--- src/rtl/fault_guard_pkg.sv ---
package fault_guard_pkg;

  // Strobes from control to datapath counters
  typedef struct packed {
    logic ovCntEn;
    logic ovCntClr;
    logic uvCntEn;
    logic uvCntClr;
    logic hicCntEn;
    logic hicCntClr;
  } strobe_t;

  // Compare results and counter terminal flags back to control
  typedef struct packed {
    logic ovAbove;
    logic ovBelowRel;
    logic uvBelow;
    logic uvRecov;
    logic ovDone;
    logic uvDone;
    logic hicDone;
  } flag_t;

  typedef enum logic {ST_RUN = 1'b0, ST_HICCUP = 1'b1} guard_state_t;

  localparam int STAT_OV = 0;
  localparam int STAT_UV = 1;
  localparam int STAT_OT = 2;
  localparam int STAT_OC = 3;

endpackage

--- src/rtl/fault_guard_cnt.sv ---
module fault_guard_cnt #(
  parameter int LIMIT = 32
) (
  input  logic clk,
  input  logic rstN,
  input  logic en,
  input  logic clr,
  output logic done
);
  localparam int CW = $clog2(LIMIT + 1);

  logic [CW-1:0] cnt;

  always_ff @(posedge clk) begin
    if (!rstN || clr) cnt <= '0;
    else if (en)      cnt <= cnt + 1'b1;
  end

  // Terminal: this enabled edge is the LIMIT-th
  assign done = (cnt == CW'(LIMIT - 1));
endmodule

--- src/rtl/fault_guard_dp.sv ---
module fault_guard_dp
  import fault_guard_pkg::*;
#(
  parameter int FB_W       = 10,
  parameter int OV_CONFIRM = 32,
  parameter int UV_CONFIRM = 256,
  parameter int HICCUP_LEN = 448
) (
  input  logic            clk,
  input  logic            rstN,
  input  logic [FB_W-1:0] fbCode,
  input  logic [FB_W-1:0] refCode,
  input  strobe_t         strobes,
  output flag_t           flags
);
  localparam int XW = FB_W + 5;

  logic [XW-1:0] fbX, refX;
  assign fbX  = XW'(fbCode);
  assign refX = XW'(refCode);

  // Ratio compares without division
  assign flags.ovAbove    = (fbX * XW'(4))  >  (refX * XW'(5));   // > 125%
  assign flags.ovBelowRel = (fbX * XW'(5))  <  (refX * XW'(6));   // < 120%
  assign flags.uvBelow    = (fbX * XW'(5))  <  (refX * XW'(3));   // < 60%
  assign flags.uvRecov    = (fbX * XW'(20)) >= (refX * XW'(13));  // >= 65%

  logic [2:0] doneVec;
  logic [2:0] enVec, clrVec;
  assign enVec  = {strobes.hicCntEn,  strobes.uvCntEn,  strobes.ovCntEn};
  assign clrVec = {strobes.hicCntClr, strobes.uvCntClr, strobes.ovCntClr};

  for (genvar g = 0; g < 3; g++) begin : g_timer
    localparam int LIM = (g == 0) ? OV_CONFIRM : ((g == 1) ? UV_CONFIRM : HICCUP_LEN);
    fault_guard_cnt #(.LIMIT(LIM)) cnt_i (
      .clk  (clk),
      .rstN (rstN),
      .en   (enVec[g]),
      .clr  (clrVec[g]),
      .done (doneVec[g])
    );
  end

  assign flags.ovDone  = doneVec[0];
  assign flags.uvDone  = doneVec[1];
  assign flags.hicDone = doneVec[2];
endmodule

--- src/rtl/fault_guard_ctrl.sv ---
module fault_guard_ctrl
  import fault_guard_pkg::*;
(
  input  logic       clk,
  input  logic       rstN,
  input  logic       thermTrip,
  input  logic       valleyOc,
  input  logic       ssBusy,
  input  flag_t      flags,
  output strobe_t    strobes,
  output logic       switchesOff,
  output logic       restartReq,
  output logic       holdLowSide,
  output logic [3:0] statusBits
);
  guard_state_t state;
  logic ovFault, uvPend, otReg, ocReg;
  logic inRun;

  assign inRun = (state == ST_RUN);

  always_comb begin
    strobes.ovCntEn   = flags.ovAbove & ~ovFault;
    strobes.ovCntClr  = ~strobes.ovCntEn;
    strobes.uvCntEn   = inRun & ~ssBusy & (flags.uvBelow | (uvPend & ~flags.uvRecov));
    strobes.uvCntClr  = ~strobes.uvCntEn;
    strobes.hicCntEn  = ~inRun;
    strobes.hicCntClr = inRun;
  end

  always_ff @(posedge clk) begin
    if (!rstN) begin
      state      <= ST_RUN;
      ovFault    <= 1'b0;
      uvPend     <= 1'b0;
      otReg      <= 1'b0;
      ocReg      <= 1'b0;
      restartReq <= 1'b0;
    end else begin
      otReg      <= thermTrip;
      ocReg      <= valleyOc;
      uvPend     <= strobes.uvCntEn;
      restartReq <= 1'b0;

      if (!ovFault && strobes.ovCntEn && flags.ovDone) ovFault <= 1'b1;
      else if (ovFault && flags.ovBelowRel)            ovFault <= 1'b0;

      case (state)
        ST_RUN:
          if (strobes.uvCntEn && flags.uvDone) state <= ST_HICCUP;
        ST_HICCUP:
          if (flags.hicDone) begin
            state      <= ST_RUN;
            restartReq <= 1'b1;
          end
        default: state <= ST_RUN;
      endcase
    end
  end

  always_comb begin
    statusBits          = '0;
    statusBits[STAT_OV] = ovFault;
    statusBits[STAT_UV] = ~inRun;
    statusBits[STAT_OT] = otReg;
    statusBits[STAT_OC] = ocReg;
  end

  assign switchesOff = ovFault | ~inRun | otReg;
  assign holdLowSide = ocReg & ~switchesOff;
endmodule

--- src/rtl/fault_guard.sv ---
module fault_guard
  import fault_guard_pkg::*;
#(
  parameter int FB_W           = 10,
  parameter int OV_CONFIRM     = 32,
  parameter int UV_CONFIRM     = 256,
  parameter int SS_CYCLES      = 64,
  parameter int HICCUP_PERIODS = 7
) (
  input  logic            clk,
  input  logic            rstN,
  input  logic [FB_W-1:0] fbCode,
  input  logic [FB_W-1:0] refCode,
  input  logic            thermTrip,
  input  logic            valleyOc,
  input  logic            ssBusy,
  output logic            switchesOff,
  output logic            restartReq,
  output logic            holdLowSide,
  output logic [3:0]      statusBits
);
  localparam int HICCUP_LEN = HICCUP_PERIODS * SS_CYCLES;

  strobe_t strobes;
  flag_t   flags;

  fault_guard_dp #(
    .FB_W       (FB_W),
    .OV_CONFIRM (OV_CONFIRM),
    .UV_CONFIRM (UV_CONFIRM),
    .HICCUP_LEN (HICCUP_LEN)
  ) dp_i (
    .clk     (clk),
    .rstN    (rstN),
    .fbCode  (fbCode),
    .refCode (refCode),
    .strobes (strobes),
    .flags   (flags)
  );

  fault_guard_ctrl ctrl_i (
    .clk         (clk),
    .rstN        (rstN),
    .thermTrip   (thermTrip),
    .valleyOc    (valleyOc),
    .ssBusy      (ssBusy),
    .flags       (flags),
    .strobes     (strobes),
    .switchesOff (switchesOff),
    .restartReq  (restartReq),
    .holdLowSide (holdLowSide),
    .statusBits  (statusBits)
  );
endmodule

--- config.mk ---
export PLATFORM = sky130hd
export DESIGN_NAME = fault_guard
export DESIGN_NICKNAME = d
export VERILOG_FILES = /design/src/rtl/fault_guard_pkg.sv /design/src/rtl/fault_guard_cnt.sv /design/src/rtl/fault_guard_dp.sv /design/src/rtl/fault_guard_ctrl.sv /design/src/rtl/fault_guard.sv
export SDC_FILE = /design/constraint.sdc
export NUM_CORES = 1
export LEC_CHECK = 0
export BUFFER_PORTS_ARGS = -buffer_cell sky130_fd_sc_hd__buf_4
export CORE_MARGIN = 2
export CORE_UTILIZATION = 50
export DETAILED_ROUTE_END_ITERATION = 7
export PLACE_DENSITY = 0.68
export SYNTH_ARGS = -nofsm -noshare
export SYNTH_HDL_FRONTEND = slang
export SYNTH_SLANG_ARGS = --single-unit
--- constraint.sdc ---
create_clock -name clk -period 11.4 [get_ports clk]
set_input_delay 1.71 -clock clk [delete_from_list [all_inputs] [get_ports clk]]
set_output_delay 1.71 -clock clk [all_outputs]
set_load 0.01 [all_outputs]
### Yosys cells after proc, flatten, opt, wreduce, memory -nomap -nowiden

Cells that the tools add are included.
W data, S select, Z words.

* mux-type cells: 6
* equal/unequal tests: 3
* reduce and logical (&&, ||, !) cells: 11
* $add $sub $neg: 3
* bitwise operators: 15
* $lt $le $gt $ge: 4
* $mul: 6

Operators by type and width (count)
* $mul A10 B3 Y13 const B: 3
* $lt A15 B15 Y1: 2
* $mul A10 B2 Y12 const B: 2
* $add A9 B1 Y9 const B: 2
* $ge A15 B15 Y1: 1
* $gt A12 B15 Y1: 1
* $mul A10 B4 Y14 const B: 1
* $eq A9 B8 Y1 const B: 1
* $eq A9 B9 Y1 const B: 1
* $not A1 Y1: 7
* $add A6 B1 Y6 const B: 1
* $eq A6 B5 Y1 const B: 1
* $and A1 B1 Y1: 5
* $mux W1: 5
* $logic_and A1 B1 Y1: 4
* $logic_or A1 B1 Y1: 3
* $or A1 B1 Y1: 3
* $logic_not A1 Y1: 2
* $pmux W1 S2: 1
* $reduce_and A2 Y1: 1
* $reduce_bool A2 Y1: 1

* input bits: 25
* register bits: 30
* logic and storage cells: 57
* output and inout port bits: 7

### Logic depth before layout (Yosys ltp)

* depth in word-level cells: 9
* mapped depth: 20
* mapped depth without buffers: 19

### Hierarchy

Synthesis repeated with hierarchy kept, for this count alone.

* cell total of the unflattened synthesis: 493
* area total of the unflattened synthesis: 4306.6 sq um

By module, submodules not included
* fault_guard_dp: seq. area each 0.0 sq um, cells an instance 342, area each 2950.3 sq um, instances 1
* fault_guard_cnt at dp_i.g_timer[2].cnt_i: seq. area each 180.2 sq um, cells an instance 46, area each 405.4 sq um, instances 1
* fault_guard_cnt at dp_i.g_timer[1].cnt_i: seq. area each 180.2 sq um, cells an instance 45, area each 402.9 sq um, instances 1
* fault_guard_ctrl: seq. area each 120.1 sq um, cells an instance 33, area each 292.8 sq um, instances 1
* fault_guard_cnt at dp_i.g_timer[0].cnt_i: seq. area each 120.1 sq um, cells an instance 27, area each 255.2 sq um, instances 1

### Worst setup path after synthesis

OpenSTA, ideal clock, no wires.

* path type: in2reg
* from: in refCode[2]
* to: reg dp_i.g_timer[1].cnt_i.cnt[2]
* library setup time: 0.062 ns
* stages: 18
* path buffers: 1
* data required time: 11.338 ns
* slack: 6.323 ns
* arrival time: 5.015 ns
* cells stage by stage: ha_1 > inv_1 > fa_1 > inv_1 > ha_1 > nor2b_1 > o31a_1 > o211ai_1 > nor3_1 > a311oi_1 > ha_1 > a21o_1 > a21oi_1 > o2111ai_1 > o2bb2ai_1 > o21ai_1 > buf_6 > nor2_2

* word-level cells in the longest chain between the ends: 8
* elaborated cells between the ends (all ways): 10
* classes of those cells: 2 x mul; 2 x order compare; 5 x bitwise; 1 x reduce/logical

RTL lines
* from (decl): RTL line fault_guard.sv:13 `input logic [FB_W-1:0] refCode,`
* $mul A10 B4 Y14: RTL line fault_guard_dp.sv:26 `assign flags.uvRecov = (fbX * XW'(20)) >= (refX * XW'(13));`
* $ge A15 B15 Y1: RTL line fault_guard_dp.sv:26
* $not A1 Y1: RTL line fault_guard_ctrl.sv:25 `strobes.uvCntEn = inRun & ~ssBusy & (flags.uvBelow | (uvPend & ~flags.uvRecov));`
* $and A1 B1 Y1: RTL line fault_guard_ctrl.sv:25
* $or A1 B1 Y1 (*): RTL line fault_guard_ctrl.sv:25
* $and A1 B1 Y1 (*): RTL line fault_guard_ctrl.sv:25
* $not A1 Y1: RTL line fault_guard_ctrl.sv:26 `strobes.uvCntClr = ~strobes.uvCntEn;`
* $logic_or A1 B1 Y1: RTL line fault_guard_cnt.sv:15 `if (!rstN || clr) cnt <= '0;`
* to (signal assigned): RTL line fault_guard_cnt.sv:16 `else if (en) cnt <= cnt + 1'b1;`
* to (decl): RTL line fault_guard_cnt.sv:12 `logic [CW-1:0] cnt;`

Mark *: on every way between the ends. The rest lies on a longest branch, timed or not.
A chain may end at the register's enable or synchronous reset.

### Worst setup path after layout

* from: in refCode[3]
* to: reg ctrl_i.state

* word-level cells in the longest chain between the ends: 9
* elaborated cells between the ends (all ways): 11
* classes of those cells: 2 x mul; 2 x order compare; 2 x mux; 4 x bitwise; 1 x reduce/logical

RTL lines
* $mul A10 B4 Y14: RTL line fault_guard_dp.sv:26
* $ge A15 B15 Y1: RTL line fault_guard_dp.sv:26
* $not A1 Y1: RTL line fault_guard_ctrl.sv:25
* $and A1 B1 Y1: RTL line fault_guard_ctrl.sv:25
* $or A1 B1 Y1 (*): RTL line fault_guard_ctrl.sv:25
* $and A1 B1 Y1 (*): RTL line fault_guard_ctrl.sv:25
* $logic_and A1 B1 Y1 (*): RTL line fault_guard_ctrl.sv:50 `if (strobes.uvCntEn && flags.uvDone) state <= ST_HICCUP;`
* $mux W1 (*): RTL line fault_guard_ctrl.sv:50
* $pmux W1 S2 (*): RTL line fault_guard_ctrl.sv:48 `case (state)`
* to (signal assigned): RTL line fault_guard_ctrl.sv:50
* to (signal assigned): RTL line fault_guard_ctrl.sv:53 `state <= ST_RUN;`
* to (signal assigned): RTL line fault_guard_ctrl.sv:56 `default: state <= ST_RUN;`
* to (decl): RTL line fault_guard_ctrl.sv:16 `guard_state_t state;`

Marked as above.

==> summary.txt <==
Setup path
  – Worst Reg-to-Reg Cells: 6
  – CP most frequent cell: ha_1
  – CP max-delay cell: o21ai_1
  – Crit path kind: input pin to flip-flop
  – FF-to-FF Start: ctrl_i.uvPend$_SDFF_PN0_
  – Worst Setup End Kind: flip-flop
  – Arr. time, crit path: 5920 ps
  – Reg2reg end: ctrl_i.state$_SDFF_PN0_
  – WP buf/inv: 3
  – CP Cell Sequence: buf_4, ha_1, inv_1, fa_1, inv_1, ha_1, nor2b_1, o21a_1, o31ai_1, a21oi_1, and4_1, nor3_1, ha_1, nand2b_1, a21oi_1, o2111ai_1, o2bb2ai_1, o21ai_1, o21ai_0
  – Max stage delay on crit path: 860 ps
  – R2R setup slack: 9620 ps
  – CP startpoint kind: input pin
  – Crit Path Max Fanout: 11
  – CP required: 11,520 ps
  – Critical path's top delay family: compound AO/OA/AOI/OAI gates

Clock tree
  – Root Driver: clkbuf_8
  – Clk sinks: 30
  – # H-tree levels: 2
  – Setup bufs post-CTS: 0
  – Clk_lat worst skew: 280 ps
  – # resized after CTS: 0
  – Largest buffer count on any clock path: 2
  – Post-CTS Hold Buffers: 0
  – CTS tree: yes
  – Worst-path clk slew: 60 ps
  – CTS buffer count: 5

Final layout
  – Share of layout cells above drive strength 1: 0.1179
  – Final Core Density: 0.5631
  – Post-layout net count: 654
  – Most frequent cells in the layout: ha_1 (104), inv_1 (56), nor2_1 (33), buf_4 (31), dfxtp_1 (30)
  – Area of the multi-input gates: 3337 µm²
  – Area grow syn2layout: 9.788%
  – Inserted Diodes: 0
  – Register area: 600.6 µm²
  – Commonest non-fill, non-tap cell in the layout: ha_1
  – Fillers: 798

STA
  – Final setup TNS: 0 ps
  – Max-slew violation count: 0
  – Tcrit/Tclk final: 0.5081
  – Fin crit period: 5793 ps
  – Setup violations, final: 0
  – Clk_skew: 2.316 ps
  – RSZ-0062 raised after global routing: no
  – Slew margin rel.: 0.2615
  – Max Fclk: 0.1726 GHz
  – Final Hold Fails: 0
  – Actual slew at the worst max-slew pin: 1100 ps

Place
  – Dpl hpwl: 7.518 mm
  – IO buf count: 31
  – GP Congestion: 0.8133

Detailed routing
  – Vias per cell: 5.441
  – Detail Route Antenna Nets: 0
  – DRT iter0 DRCs: 99
  – DR vias: 3,341
  – WL final: 8.810 mm
  – Wirelength per Cell: 14.35 µm
  – DRC: 0
  – 1st-pass router iterations: 4

Die
  – Core footprint: 8175 µm²
  – Die area: 9134 µm²
  – I/O pin total: 32
  – # rows: 33
  – Die H: 95.57 µm
  – Die width: 95.57 µm
  – Starting Density: 0.5129

GRT
  – Initial antenna violation count: 0
  – First-pass GRT wire length: 15.18 mm
  – GRT Total Usage: 0.2083
  – GR Overflow Total: 0
  – Vias in the first global route: 3,394
  – Pin count of the biggest net entering global routing: 12

Run
  – Max cap viols: 0

Synthesis
  – Mapped Nets: 622
  – Yosys cell types: 51
  – EDFF count, synth: 0
  – Synthesized area: 4193 µm²
  – Yosys top cell area share: 0.3104
  – Post-synthesis sequential area ratio: 0.1432
  – Ys Warns: 0
  – Cell taking the most area after synthesis: ha_1
  – Count of state elements after synthesis: 30
  – Post-Syn Area per Cell: 8.808 µm²
  – Dominant synthesized flop cell: dfxtp_1
  – Mapped Cells: 476
  – Main area contributors after synthesis: ha_1 (31%), dfxtp_1 (14%), fa_1 (8.1%)
  – Share of synthesized registers carrying an async set or reset: 0

Hold path
  – Hold path endpoint: dp_i.g_timer[0].cnt_i.cnt[0]$_SDFFE_PP0P_
  – Hold path depth: 1
  – Hold Crit Class: flip-flop to flip-flop
  – Hold Startpoint: dp_i.g_timer[0].cnt_i.cnt[0]$_SDFFE_PP0P_

Power
  – Pwr dens: 105.9 nW/µm²
  – Max VDD drop: 0.08723 mV
  – P_leak: 2.152 nW
  – Total design power: 0.4875 mW

Status
  – Status: finished clean
synthesized netlist by cell type, drive strengths merged (2+ instances only):
cell type	count
or3	5
o21ai	14
xnor2	19
o21a	10
o21bai	4
a31o	5
a21o	5
nor3b	2
nor4	2
or2	4
o31ai	2
xor2	22
nand4	5
nor2	42
and2	3
fa	17
dfxtp	30
nand2	14
and4	2
nand2b	4
o2111ai	5
o211ai	4
inv	56
a211oi	5
nor3	7
and3	4
buf	5
a31oi	4
nand3	14
o31a	2
a211o	3
nor2b	10
ha	104
a21oi	28
where the power goes:
| part | total [mW] | internal, mW | switching (mW) |
|---|---|---|---|
| Sequential | 0.109 | 0.107 | 0.00188 |
| Clock | 0.0864 | 0.0486 | 0.0378 |
| Combinational | 0.292 | 0.131 | 0.161 |
| Total | 0.488 | 0.287 | 0.200 |
kinds of logic after synthesis:
kind of cell | Yosys count | share of synthesized area
simple gates | 122 | 0.1537
fa+ha+maj | 121 | 0.3915
compound gates | 99 | 0.1626
buf+inv | 62 | 0.06088
xor+xnor | 41 | 0.08565
flops | 30 | 0.1432
mux | 1 | 0.002387
layer usage:
metal  share of wire  GRT usage  vias to the layer above
li1                -          -                     1744
met1            0.46     0.2594                     1533
met2            0.50     0.3811                       54
met3           0.027    0.02292                       10
met4           0.011    0.05000                        0
met5               0          0                        -
how the worst max path moves through the flow:
stage	startpoint	end	depth (start not counted)
2_1_floorplan	refCode[2]	dp_i.g_timer[1].cnt_i.cnt[2]$_SDFFE_PP0P_	18
3_3_place_gp	refCode[3]	ctrl_i.state$_SDFF_PN0_	19
3_5_place_dp	refCode[3]	ctrl_i.state$_SDFF_PN0_	19
4_1_cts	refCode[3]	ctrl_i.state$_SDFF_PN0_	19
5_1_grt	refCode[3]	ctrl_i.state$_SDFF_PN0_	19
6_report	refCode[3]	ctrl_i.state$_SDFF_PN0_	19
final cells by class:
type,instances,area share
Inverter,56,0.04566
Tap cell,105,0.02854
Clock buffer,7,0.01876
Clock inverter,1,0.001087
Sequential cell,30,0.1305
Timing Repair Buffer,31,0.05056
Multi-Input combinational cell,384,0.7249
state kept, by name, summed over array words and instances, names as in the netlist:
register / count
dp_i.g_timer.cnt_i.cnt: 24
ctrl_i.ovFault: 1
ctrl_i.state: 1
ctrl_i.uvPend: 1
ctrl_i.ocReg: 1
ctrl_i.otReg: 1
ctrl_i.restartReq: 1
through the flow:
step           cell area [µm²]  hold slack, ps  instances  setup WS [ps]
6_report                  4603           451.4        614           5607
5_1_grt                   4603           481.8        614           5264
4_1_cts                   4603           450.6        614           5616
3_5_place_dp              4512           436.7        606           5344
3_3_place_gp              4512           428.0        606           5491
2_1_floorplan             4193           417.6        476           6323
(Power assumes the default switching activity.)
